[config.mk]
export PLATFORM = sky130hd
export DESIGN_NAME = fpanel_cmd_ctrl
export DESIGN_NICKNAME = d
export VERILOG_FILES = /design/src/rtl/fpanel_pkg.sv /design/src/rtl/fpanel_uart_rx.sv /design/src/rtl/fpanel_flash_gen.sv /design/src/rtl/fpanel_beep_timer.sv /design/src/rtl/fpanel_cmd_ctrl.sv
export SDC_FILE = /design/constraint.sdc
export NUM_CORES = 1
export LEC_CHECK = 0
export BUFFER_PORTS_ARGS = -buffer_cell sky130_fd_sc_hd__buf_2
export CAP_MARGIN = 20
export CORE_AREA = 2 2 104 106
export CTS_CLUSTER_SIZE = 20
export DETAILED_ROUTE_END_ITERATION = 8
export DIE_AREA = 0 0 106 108
export HOLD_SLACK_MARGIN = 0.03
export PLACE_DENSITY = 0.73
export SKIP_CTS_REPAIR_TIMING = 1
export SLEW_MARGIN = 20
export SYNTH_ARGS = -nofsm -noshare
export SYNTH_HDL_FRONTEND = slang
export SYNTH_HIERARCHICAL = 1
export SYNTH_SLANG_ARGS = --single-unit
[constraint.sdc]
create_clock -name clk -period 2.7 [get_ports clk]
set_clock_uncertainty 0.2 [all_clocks]
set_input_delay 0.405 -clock clk [delete_from_list [all_inputs] [get_ports clk]]
set_output_delay 0.405 -clock clk [all_outputs]
set_load 0.01 [all_outputs]
[src/rtl/fpanel_pkg.sv]
package fpanel_pkg;

    typedef enum logic [1:0] {
        LED_OFF   = 2'd0,
        LED_ON    = 2'd1,
        LED_FLASH = 2'd2
    } led_mode_e;

    typedef enum logic [2:0] {
        RX_IDLE,
        RX_START,
        RX_DATA,
        RX_STOP,
        RX_HOLD
    } rx_state_e;

    typedef enum logic [1:0] {
        BEEP_NONE,
        BEEP_SHORT,
        BEEP_LONG
    } beep_req_e;

    localparam logic [7:0] CMD_POWEROFF   = 8'h31;
    localparam logic [7:0] CMD_BEEP_SHORT = 8'h32;
    localparam logic [7:0] CMD_BEEP_LONG  = 8'h33;
    localparam logic [7:0] CMD_PWR_ON     = 8'h34;
    localparam logic [7:0] CMD_PWR_FLASH  = 8'h35;
    localparam logic [7:0] CMD_PWR_OFF    = 8'h36;
    localparam logic [7:0] CMD_STAT_OFF   = 8'h37;
    localparam logic [7:0] CMD_STAT_ON    = 8'h38;
    localparam logic [7:0] CMD_STAT_FLASH = 8'h39;
    localparam logic [7:0] CMD_BRD_FLASH  = 8'h41;
    localparam logic [7:0] CMD_BRD_OFF    = 8'h42;
    localparam logic [7:0] CMD_HARD_RST   = 8'h43;

    function automatic logic led_level(led_mode_e mode, logic phase);
        return (mode == LED_ON) || ((mode == LED_FLASH) && phase);
    endfunction

endpackage

[src/rtl/fpanel_uart_rx.sv]
module fpanel_uart_rx
    import fpanel_pkg::*;
#(
    parameter int CLK_HZ = 250_000_000,
    parameter int BAUD   = 9600,
    parameter int OSR    = 16
) (
    input  logic       clk,
    input  logic       rst_n,
    input  logic       rx_i,
    output logic       byte_vld_o,
    output logic [7:0] byte_o
);
    localparam int TICK_DIV = CLK_HZ / (BAUD * OSR);
    localparam int DIV_W    = (TICK_DIV > 1) ? $clog2(TICK_DIV) : 1;
    localparam int OSR_W    = $clog2(OSR);
    localparam int MID      = OSR / 2 - 1;

    typedef struct packed {
        logic             sync1;
        logic             sync2;
        rx_state_e        st;
        logic [DIV_W-1:0] div;
        logic [OSR_W-1:0] os;
        logic [2:0]       bit_idx;
        logic [7:0]       shreg;
        logic             vld;
        logic [7:0]       data;
    } rx_state_t;

    rx_state_t st_d, st_q;
    logic      tick;

    always_comb begin
        st_d       = st_q;
        st_d.vld   = 1'b0;
        st_d.sync1 = rx_i;
        st_d.sync2 = st_q.sync1;
        tick       = (st_q.div == DIV_W'(TICK_DIV - 1));
        st_d.div   = tick ? '0 : st_q.div + 1'b1;
        if (tick) begin
            unique case (st_q.st)
                RX_IDLE: begin
                    if (!st_q.sync2) begin
                        st_d.st = RX_START;
                        st_d.os = '0;
                    end
                end
                RX_START: begin
                    if (st_q.os == OSR_W'(MID)) begin
                        st_d.os = '0;
                        if (!st_q.sync2) begin
                            st_d.st      = RX_DATA;
                            st_d.bit_idx = '0;
                        end else begin
                            st_d.st = RX_IDLE;
                        end
                    end else begin
                        st_d.os = st_q.os + 1'b1;
                    end
                end
                RX_DATA: begin
                    if (st_q.os == OSR_W'(OSR - 1)) begin
                        st_d.os    = '0;
                        st_d.shreg = {st_q.sync2, st_q.shreg[7:1]};
                        if (st_q.bit_idx == 3'd7) st_d.st = RX_STOP;
                        else st_d.bit_idx = st_q.bit_idx + 1'b1;
                    end else begin
                        st_d.os = st_q.os + 1'b1;
                    end
                end
                RX_STOP: begin
                    if (st_q.os == OSR_W'(OSR - 1)) begin
                        st_d.os = '0;
                        if (st_q.sync2) begin
                            st_d.vld  = 1'b1;
                            st_d.data = st_q.shreg;
                            st_d.st   = RX_IDLE;
                        end else begin
                            st_d.st = RX_HOLD;
                        end
                    end else begin
                        st_d.os = st_q.os + 1'b1;
                    end
                end
                RX_HOLD: begin
                    if (st_q.sync2) st_d.st = RX_IDLE;
                end
                default: st_d.st = RX_IDLE;
            endcase
        end
    end

    always_ff @(posedge clk or negedge rst_n) begin
        if (!rst_n) begin
            st_q       <= '0;
            st_q.sync1 <= 1'b1;
            st_q.sync2 <= 1'b1;
            st_q.st    <= RX_IDLE;
        end else begin
            st_q <= st_d;
        end
    end

    assign byte_vld_o = st_q.vld;
    assign byte_o     = st_q.data;
endmodule

[src/rtl/fpanel_flash_gen.sv]
module fpanel_flash_gen #(
    parameter int FLASH_HALF = 62_500_000
) (
    input  logic clk,
    input  logic rst_n,
    output logic phase_o
);
    localparam int HW = (FLASH_HALF > 1) ? $clog2(FLASH_HALF) : 1;

    typedef struct packed {
        logic [HW-1:0] cnt;
        logic          phase;
    } flash_state_t;

    flash_state_t fl_d, fl_q;

    always_comb begin
        fl_d = fl_q;
        if (fl_q.cnt == HW'(FLASH_HALF - 1)) begin
            fl_d.cnt   = '0;
            fl_d.phase = ~fl_q.phase;
        end else begin
            fl_d.cnt = fl_q.cnt + 1'b1;
        end
    end

    always_ff @(posedge clk or negedge rst_n) begin
        if (!rst_n) fl_q <= '0;
        else        fl_q <= fl_d;
    end

    assign phase_o = fl_q.phase;
endmodule

[src/rtl/fpanel_beep_timer.sv]
module fpanel_beep_timer
    import fpanel_pkg::*;
#(
    parameter int SHORT_BEEP = 25_000_000,
    parameter int LONG_BEEP  = 250_000_000
) (
    input  logic      clk,
    input  logic      rst_n,
    input  beep_req_e req_i,
    output logic      buzz_o
);
    localparam int CW = $clog2(LONG_BEEP + 1);

    logic [CW-1:0] cnt_d, cnt_q;

    always_comb begin
        cnt_d = cnt_q;
        unique case (req_i)
            BEEP_SHORT: cnt_d = CW'(SHORT_BEEP);
            BEEP_LONG:  cnt_d = CW'(LONG_BEEP);
            default: if (cnt_q != '0) cnt_d = cnt_q - 1'b1;
        endcase
    end

    always_ff @(posedge clk or negedge rst_n) begin
        if (!rst_n) cnt_q <= '0;
        else        cnt_q <= cnt_d;
    end

    assign buzz_o = (cnt_q != '0);
endmodule

[src/rtl/fpanel_cmd_ctrl.sv]
module fpanel_cmd_ctrl
    import fpanel_pkg::*;
#(
    parameter int CLK_HZ     = 250_000_000,
    parameter int BAUD       = 9600,
    parameter int FLASH_HALF = 62_500_000,
    parameter int SHORT_BEEP = 25_000_000,
    parameter int LONG_BEEP  = 250_000_000,
    parameter int RST_PULSE  = 16
) (
    input  logic clk,
    input  logic rst_n,
    input  logic rx_i,
    output logic pwr_led_o,
    output logic stat_led_o,
    output logic brd_led_o,
    output logic buzzer_o,
    output logic poweroff_req_o,
    output logic hard_rst_o
);
    localparam int RW = $clog2(RST_PULSE + 1);

    typedef struct packed {
        led_mode_e     pwr;
        led_mode_e     stat;
        led_mode_e     brd;
        logic          poweroff;
        logic [RW-1:0] rst_cnt;
    } panel_state_t;

    panel_state_t pn_d, pn_q;
    logic         rx_vld;
    logic [7:0]   rx_byte;
    logic         flash_ph;
    beep_req_e    beep_req;
    led_mode_e    pwr_mode_w, stat_mode_w, brd_mode_w;

    fpanel_uart_rx #(.CLK_HZ(CLK_HZ), .BAUD(BAUD), .OSR(16)) u_rx (
        .clk        (clk),
        .rst_n      (rst_n),
        .rx_i       (rx_i),
        .byte_vld_o (rx_vld),
        .byte_o     (rx_byte)
    );

    fpanel_flash_gen #(.FLASH_HALF(FLASH_HALF)) u_flash (
        .clk     (clk),
        .rst_n   (rst_n),
        .phase_o (flash_ph)
    );

    fpanel_beep_timer #(.SHORT_BEEP(SHORT_BEEP), .LONG_BEEP(LONG_BEEP)) u_beep (
        .clk    (clk),
        .rst_n  (rst_n),
        .req_i  (beep_req),
        .buzz_o (buzzer_o)
    );

    always_comb begin
        pn_d     = pn_q;
        beep_req = BEEP_NONE;
        if (pn_q.rst_cnt != '0) pn_d.rst_cnt = pn_q.rst_cnt - 1'b1;
        if (rx_vld) begin
            unique case (rx_byte)
                CMD_POWEROFF:   pn_d.poweroff = 1'b1;
                CMD_BEEP_SHORT: beep_req      = BEEP_SHORT;
                CMD_BEEP_LONG:  beep_req      = BEEP_LONG;
                CMD_PWR_ON:     pn_d.pwr      = LED_ON;
                CMD_PWR_FLASH:  pn_d.pwr      = LED_FLASH;
                CMD_PWR_OFF:    pn_d.pwr      = LED_OFF;
                CMD_STAT_OFF:   pn_d.stat     = LED_OFF;
                CMD_STAT_ON:    pn_d.stat     = LED_ON;
                CMD_STAT_FLASH: pn_d.stat     = LED_FLASH;
                CMD_BRD_FLASH:  pn_d.brd      = LED_FLASH;
                CMD_BRD_OFF:    pn_d.brd      = LED_OFF;
                CMD_HARD_RST: begin
                    pn_d.rst_cnt = RW'(RST_PULSE);
                    pn_d.pwr     = LED_OFF;
                    pn_d.stat    = LED_OFF;
                    pn_d.brd     = LED_OFF;
                end
                default: ;
            endcase
        end
    end

    always_ff @(posedge clk or negedge rst_n) begin
        if (!rst_n) begin
            pn_q      <= '0;
            pn_q.pwr  <= LED_OFF;
            pn_q.stat <= LED_OFF;
            pn_q.brd  <= LED_OFF;
        end else begin
            pn_q <= pn_d;
        end
    end

    assign pwr_mode_w     = pn_q.pwr;
    assign stat_mode_w    = pn_q.stat;
    assign brd_mode_w     = pn_q.brd;
    assign pwr_led_o      = led_level(pn_q.pwr, flash_ph);
    assign stat_led_o     = led_level(pn_q.stat, flash_ph);
    assign brd_led_o      = led_level(pn_q.brd, flash_ph);
    assign poweroff_req_o = pn_q.poweroff;
    assign hard_rst_o     = (pn_q.rst_cnt != '0);
endmodule

# Yosys cells after proc, flatten, opt, wreduce, memory -nomap -nowiden
# Index checks and enable logic that the tools add are counted.
[word_totals]
register_bits = 107
elab_cells = 123
[op_classes]
n_addsub = 6
n_eq_ne = 37
muxes = 34
n_bitwise = 1
reduce_logical = 28
[ops]
columns = ["op", "count"]
rows = [
  ["== test 8 x 6 -> 1 bit (second input constant)", 9],
  ["case mux 28 bit (2 select lines)", 1],
  ["two-way mux 9 bit", 4],
  ["two-way mux 3 bit", 10],
  ["two-way mux 28 bit", 1],
  ["nonzero test 28 bit", 1],
  ["subtractor 28 x 1 -> 28 bit (second input constant)", 1],
  ["adder 26 x 1 -> 26 bit (second input constant)", 1],
  ["== test 26 bit (second input constant)", 1],
  ["two-way mux 26 bit", 1],
  ["== test 8 x 7 -> 1 bit (second input constant)", 3],
  ["two-way mux 11 bit", 2],
  ["two-way mux 5 bit", 3],
  ["case mux 3 bit (5 select lines)", 1],
  ["two-way mux 4 bit", 3],
  ["case mux 2 bit (3 select lines)", 2],
  ["case mux 4 bit (3 select lines)", 1],
  ["nonzero test 3 bit", 4],
  ["adder 11 x 1 -> 11 bit (second input constant)", 1],
  ["== test 11 bit (second input constant)", 1],
  ["!= test 2 x 1 -> 1 bit (second input constant)", 5],
  ["== test 2 x 1 -> 1 bit (second input constant)", 4],
  ["== test 2 bit (second input constant)", 4],
  ["case mux 2 bit (2 select lines)", 2],
  ["other kinds (23)", 40],
]

# Longest topological paths before layout
# Gate-level depths: netlist (run 1).
[logic_depth]
ltp_word = 5
depth_mapped = 12
depth_no_buf = 10

# By module
# The synthesis (run 1) kept the hierarchy.
[by_module_without_submodules]
columns = ["mod", "instances", "cells_each", "area_each_um2", "seq_area_each_um2"]
rows = [
  ["fpanel_uart_rx", 1, 168, 1946.9, 1003.5],
  ["fpanel_beep_timer", 1, 158, 1545.2, 700.7],
  ["fpanel_flash_gen", 1, 129, 1395.1, 675.6],
  ["fpanel_cmd_ctrl", 1, 74, 694.4, 275.3],
]

# Worst setup path before layout (run 1)
# Ideal clock, no wire load.
[synth_timing]
path_kind = "reg-to-output"
startpoint = "register u_beep.cnt_q[6]"
endpoint = "output buzzer_o"
arrival_time_ps = 2134
required_ps = 2095
slack_ps = -39
path_stages_with_launch = 5
path_cell_list = "dfrtp_1 or4_1 buf_2 or4_4 or4_4"
[synth_via]
elab_chain_len = 1
[synth_rtl]
columns = ["item", "line", "rtl"]
rows = [
  ["start, declared", "fpanel_beep_timer.sv:14", "logic [CW-1:0] cnt_d, cnt_q;"],
  ["start signal, assigned", "fpanel_beep_timer.sv:27", "else cnt_q <= cnt_d;"],
  ["nonzero test 28 bit", "fpanel_beep_timer.sv:30", "assign buzz_o = (cnt_q != '0);"],
  ["end, declared", "fpanel_cmd_ctrl.sv:17", "output logic buzzer_o,"],
]
# Every way passes these cells.

# Final worst setup path (run 1)
[layout_timing]
startpoint = "register u_beep.cnt_q[2]"
endpoint = "output buzzer_o"
# The elaborated chain is that of the path after synthesis.

==> metrics.md, run 1 <==
| Metric | Value |
|---|---|
| Startpoint Class | flip-flop |
| Longest Clk Path Bufs | 2 |
| Static Leak | about 3.0 nW |
| Routed len/inst | 15.37 um |
| R2R depth | 6 |
| First-pass GRT wire length | 18,490 um |
| Main flop type after synthesis | dfrtp_1 |
| CTS Root Cell | clkbuf_8 |
| Hold/Removal Path Class | reg -> reg |
| Area Overhead vs Synth | 10.22% |
| Overflow after GRT | 0 |
| Fmax | between 300 and 400 MHz |
| Syn nets | 543 |
| Critical R2R Capture | u_beep/cnt_q[14] |
| Final-stage net count | 571 |
| Starting DRC count in detailed routing | about 250 |
| PortBufs | 8 |
| CTS Sinks | roughly 110 |
| CORE AREA | 0.01023 mm^2 |
| Synth Warn # | 6 |
| Slew headroom | 0.6460 |
| H-Tree Depth | 3 |
| Setup CP Type | reg -> out |
| Power Density | around 420 mW/mm^2 |
| Pre-Repair DR Iteration Count | 4 |
| Worst setup EP type | output port |
| DRC viols | 0 |
| Failing checks | negative setup slack |
| Max VDD drop | 0.0002911 V |
| PnR worst setup slack | -335.2 ps |
| Layout cell share with drive strength beyond 1 | 0.2117 |
| Sequential element share of the synthesized area | 0.4757 |
| Final setup fails | 1 |
| Via count | just over 4,000 |
| Gr usage total | 0.2001 |
| Clock transition at path regs | approximately 90 ps |
| Final hold violations | 0 |
| Arrival time worst endpoint | approximately 2400 ps |
| Skew-Pair Late Insertion Delay | 360 ps |
| Via density | 5.840 |
| Starting Density | 0.5456 |
| FF-to-FF setup slack | 70 ps |
| Post-route clock period utilization | 1.124 |
| Minimum clock period | ~3000 ps |
| Mapped Avg Cell Area | approximately 11 um^2 |
| Initial antenna violation count | 0 |
| Status | finished, violations left |
| Detail Route Antenna Nets | 0 |
| Number of flops mapped to enable cells by yosys | 0 |
| Area of the mapped netlist | around 0.0056 mm^2 |
| Via count of the first global-routing pass | roughly 4,000 |
| Slew Limit Fails | 0 |
| CP Max Fanout | 3 |
| Total CTS buffers | 9 |
| Crit path required time | ~2100 ps |
| IO Count | 9 |
| Die height | between 100 and 150 um |
| Die Footprint | ~0.011 mm^2 |
| MaxCap Viol Count | 0 |
| Post-DP HPWL | around 7500 um |
| Post-layout util | 0.6013 |
| Global placer's final weighted congestion | roughly 0.88 |
| Hold slack | around 170 ps |
| Yosys cell types | 72 |
| RSZ-0062 raised after global routing | yes |
| Hold path startpoint | u_rx/st_d[38] |
| Routed wire length | roughly 11,000 um |
| Site Rows | 37 |
| Hold Path Stages | 0 |
| Synthesized flop and latch total | approximately 110 |
| Largest net degree at the start of global routing | 83 |
| Diodes inserted | 0 |
| Worst hold endpoint | u_rx/st_q[38] |
| Slew of the pin with the lowest slew margin | between 500 and 600 ps |
| Die Wd | approximately 110 um |
| Synth async-reset ratio | 1.000 |
| Syn Inst Count | between 500 and 600 |
| Reg2reg start | u_beep/cnt_q[6] |
| CTS tree | built |
| Fill count | 844 |
-- cell usage after synthesis, types with 4 or more instances --
cell type,number,area share
dfrtp_1,104,0.47
nor2_1,32,0.022
nand2_1,29,0.020
o21ai_0,26,0.023
nand3_1,24,0.022
xnor2_1,24,0.038
a21oi_1,23,0.021
or3_1,18,0.020
xor2_1,18,0.028
inv_1,17,0.011
nor3_1,15,0.013
or4_1,14,0.019
ha_1,11,0.025
and3_1,10,0.011
buf_4,9,0.012
a31oi_1,8,0.0090
and2_1,8,0.0090
clkbuf_1,8,0.0054
mux2_2,8,0.016
mux2_4,8,0.022
o31ai_1,8,0.011
mux2i_1,7,0.013
nand4_1,6,0.0067
nor4_1,6,0.0067
or2_2,5,0.0056
and4_1,4,0.0063
buf_2,4,0.0036
nor2b_1,4,0.0045
-- per-layer routing --
layer | GRT usage | part of all wire
met4 | 0.06673 | 0.014
met5 | 0 | 0
met3 | 0.04219 | 0.033
met1 | 0.2557 | 0.45
met2 | 0.3419 | 0.50
-- where the power goes --
part	internal, W	total, W	switching, W
registers	0.00159	0.00159	0.00000155
logic	0.00000746	0.0000391	0.0000316
clock network	0.000427	0.000955	0.000528
-- cell families (layout without fill, tap and decap cells) --
kind of cell | count (synthesis) | in the layout | synth area share
buf+inv | 43 | 76 | 0.04169
simple gates | 214 | 214 | 0.2403
compound gates | 90 | 90 | 0.1015
fa+ha+maj | 11 | 11 | 0.02466
mux | 23 | 23 | 0.05021
flops | 106 | 106 | 0.4757
xor+xnor | 42 | 42 | 0.06590
-- worst max path at each step --
stage,from,endpoint,slack (ps),cells past startpoint
6_report,u_beep/cnt_q[2],buzzer_o,-340,4
3_3_place_gp,u_beep/cnt_q[6],buzzer_o,50,4
5_1_grt,u_beep/cnt_q[2],buzzer_o,-400,4
3_5_place_dp,u_beep/cnt_q[6],u_beep/cnt_q[14],30,6
4_1_cts,u_beep/cnt_q[6],buzzer_o,-380,4
2_1_floorplan,u_beep/cnt_q[6],u_beep/cnt_q[3],20,7
-- layout make-up --
cell class,count,area (um^2),share of cell area
inverters,18,67.56,0.01098
clock buffers,11,131.4,0.02135
well taps,136,170.2,0.02766
clock inverters,5,55.05,0.008949
repair buffers,42,329.1,0.05349
multi-input cells,380,2743,0.4458
flip-flops and latches,106,2656,0.4318
-- sequential cells by signal (all words and copies together), names as in the netlist --
signal,cells
u_beep/cnt_q,28
stat_mode_w,2
poweroff_req_o,1
u_rx/byte_o,8
u_rx/st_d,1
u_flash/phase_o,1
u_rx/st_q,30
pwr_mode_w,2
u_rx/byte_vld_o,1
brd_mode_w,1
pn_q,5
u_flash/fl_q,26
-- layout by cell type, fill, tap and decap left out, types with 4 or more instances in the layout --
cell type  count
inv_1         17
and3_1        10
nand3_1       24
nor3_1        14
nand4_1        6
xnor2_1       24
or4_4          6
a21oi_1       23
xor2_1        18
mux2_4         8
or4_1         11
o31ai_1        8
nand2_1       28
buf_4         30
and2_1         8
ha_1          11
a31oi_1        8
or2_2          4
dfrtp_1      103
nor2b_1        4
buf_2          6
or3_1         17
nor4_1         6
nor2_1        30
o21ai_0       26
mux2i_1        7
and4_1         4
clkbuf_8       9
mux2_2         8
-- critical path: stages (launching register included) --
cell and delay [ps]:
dfrtp_1 410, or4_4 540, or4_4 530, or4_4 450, buf_6 140
-- metrics by stage --
stage | cell area (um^2) | worst slack (ps) | total power [W] | TNS (ps) | std cells
2_1_floorplan | 5582 | 15.34 | 0.001624 | 0 | 529
3_3_place_gp | 5837 | 51.38 | 0.001661 | 0 | 674
3_5_place_dp | 5837 | 34.29 | 0.001662 | 0 | 674
4_1_cts | 6023 | -376.1 | 0.002622 | -376.1 | 690
5_1_grt | 6152 | -403.5 | 0.002683 | -424.2 | 698
6_report | 6152 | -335.2 | 0.002585 | -335.2 | 698
Note: power is estimated with default switching activity, not from simulation.
==> inputs of run 2 (changes only) <==
--- a/config.mk
+++ b/config.mk
@@ -8,6 +8,7 @@
 export BUFFER_PORTS_ARGS = -buffer_cell sky130_fd_sc_hd__buf_2
 export CAP_MARGIN = 20
 export CORE_AREA = 2 2 104 106
+export CTS_BUF_LIST = sky130_fd_sc_hd__clkbuf_8
 export CTS_CLUSTER_SIZE = 20
 export DETAILED_ROUTE_END_ITERATION = 8
 export DIE_AREA = 0 0 106 108
==> metrics.md, run 2 (same netlist as run 1, synthesis figures left out) <==
| Metric | Value |
|---|---|
| Starting DRC count in detailed routing | 253 (-0.39%) |
| Net load switching power | 0.0005641 W (+0.47%) |
| Starting Density | 0.5456 (unchanged) |
| Overflow after GRT | 0 (unchanged) |
| Clock transition at path regs | 100 ps (about the same) |
| Die Footprint | 0.01145 mm^2 (unchanged) |
| Diodes inserted | 0 (unchanged) |
| Post-DP HPWL | 7490 um (unchanged) |
| Biggest regs | u_rx/st_q x30, u_beep/cnt_q x28, u_flash/fl_q x26 |
| Hold Path Stages | 0 (unchanged) |
| Area Overhead vs Synth | 10.22% (unchanged) |
| Post-route clock period utilization | 1.124 (about the same) |
| Initial antenna violation count | 0 (unchanged) |
| Failing checks | negative setup slack |
| Arrival time worst endpoint | 2430 ps (about the same) |
| R2R depth | 6 (unchanged) |
| Largest net degree at the start of global routing | 83 (unchanged) |
| Max VDD drop | 0.0002911 V (about the same) |
| Via density | 5.818 (-0.37%) |
| PnR worst setup slack | -335.2 ps (+0.02800 ps) |
| Die Wd | 106 um (unchanged) |
| Sw Ratio | 0.2186 (+0.001430) |
| Slew of the pin with the lowest slew margin | 524.3 ps (-2.316 ps) |
| Routed wire length | 10,750 um (+0.17%) |
| Setup CP Type | reg -> out |
| Logic pwr share | 0.015 (about the same) |
| RSZ-0062 raised after global routing | yes |
| Pre-Repair DR Iteration Count | 4 (unchanged) |
| Post-Route Setup TNS | -335.2 ps (+0.02800 ps) |
| Power Density | 419.4 mW/mm^2 (-0.18%) |
| Final setup fails | 1 (unchanged) |
| Layout cell share with drive strength beyond 1 | 0.2117 (unchanged) |
| Slew Limit Fails | 0 (unchanged) |
| Static Leak | 2.987 nW (+0.28%) |
| H-Tree Depth | 3 (unchanged) |
| Skew-Pair Late Insertion Delay | 360 ps (about the same) |
| IO Count | 9 (unchanged) |
| Detail Route Antenna Nets | 0 (unchanged) |
| Hold/Removal Path Class | reg -> reg |
| CP Max Fanout | 3 (unchanged) |
| Clock power share | 0.368 (-0.002) |
| Total CTS buffers | 9 (unchanged) |
| Worst slack, placed | 34.29 ps (unchanged) |
| Die height | 108 um (unchanged) |
| CTS Sinks | 106 (unchanged) |
| Longest Clk Path Bufs | 2 (unchanged) |
| Site Rows | 37 (unchanged) |
| CTS tree | built |
| Fmax | 329.5 MHz (about the same) |
| Status | finished, violations left |
| Slew headroom | 0.6473 (+0.001243) |
| Largest Register | u_rx/st_q |
| Gr usage total | 0.2001 (unchanged) |
| Final-stage net count | 571 (unchanged) |
| Startpoint Class | flip-flop |
| Routed len/inst | 15.39 um (+0.17%) |
| Final hold violations | 0 (unchanged) |
| First-pass GRT wire length | 18,490 um (unchanged) |
| Global placer's final weighted congestion | 0.8761 (unchanged) |
| Seq pwr share | 0.616 (about the same) |
| Internal | 0.002016 W (-0.37%) |
| Worst setup EP type | output port |
| Number of flip-flops under the largest register name | 30 (unchanged) |
| Via count of the first global-routing pass | 3,987 (unchanged) |
| Minimum clock period | 3035 ps (-0.02800 ps) |
| CORE AREA | 0.01023 mm^2 (unchanged) |
| Most frequent cells in the layout | dfrtp_1, nor2_1, buf_4 |
| Crit path required time | 2100 ps (about the same) |
| MaxCap Viol Count | 0 (unchanged) |
| Via count | 4,061 (-0.37%) |
| CTS Root Cell | clkbuf_8 |
| PortBufs | 8 (unchanged) |
| Most common cell after layout, fill and taps aside | dfrtp_1 |
| DRC viols | 0 (unchanged) |
run 2: path summary, 6_finish.rpt:
kind	startpoint	endpoint	slack, ps
setup reg to reg	u_beep/cnt_q[6]	u_beep/cnt_q[14]	70
setup / recovery	u_beep/cnt_q[2]	buzzer_o	-340
min in group asynchronous	rst_n	u_rx/byte_o[5]	280
max in group asynchronous	rst_n	u_rx/st_d[38]	1280
hold / removal	u_rx/st_d[38]	u_rx/st_q[38]	160
hold reg to reg	u_rx/st_d[38]	u_rx/st_q[38]	160
run 2: critical path, stage by stage (launching register included):
cell and delay, ps:
dfrtp_1 410, or4_4 540, or4_4 530, or4_4 450, buf_6 140
run 2: power groups by stage:
stage	logic (W)	registers, W	clock network (W)
final	0.0000392	0.00159	0.000950
after global routing	0.0000473	0.00159	0.00104
after CTS	0.0000401	0.00159	0.000984
after detailed placement	0.0000399	0.00162	0
after global placement	0.0000389	0.00162	0
after floorplan	0.00000213	0.00162	0
run 2: area by class of cell:
type | count | area, um^2
multi-input cells | 380 | 2743
clock inverters | 7 | 62.56
well taps | 136 | 170.2
repair buffers | 42 | 329.1
inverters | 18 | 67.56
fillers | 844 | 4079
flip-flops and latches | 106 | 2656
clock buffers | 9 | 123.9
run 2: layer usage:
layer,up-vias,wire length (um),GRT usage
met5,-,0,0
met4,0,144,0.06673
met2,63,5379,0.3419
met1,2018,4876,0.2557
met3,12,344,0.04219
li1,1968,-,-
run 2: per-stage QoR:
| stage | total power (W) | area, um^2 | util | cells | hold WS, ps |
|---|---|---|---|---|---|
| 2_1_floorplan | 0.001624 | 5582 | - | 529 | -90.59 |
| 3_3_place_gp | 0.001661 | 5837 | 0.5705 | 674 | 134.5 |
| 3_5_place_dp | 0.001662 | 5837 | 0.5705 | 674 | 133.9 |
| 4_1_cts | 0.002615 | 6023 | 0.5887 | 690 | -266.4 |
| 5_1_grt | 0.002675 | 6152 | 0.6013 | 698 | 167.8 |
| 6_report | 0.002580 | 6152 | 0.6013 | 698 | 163.0 |
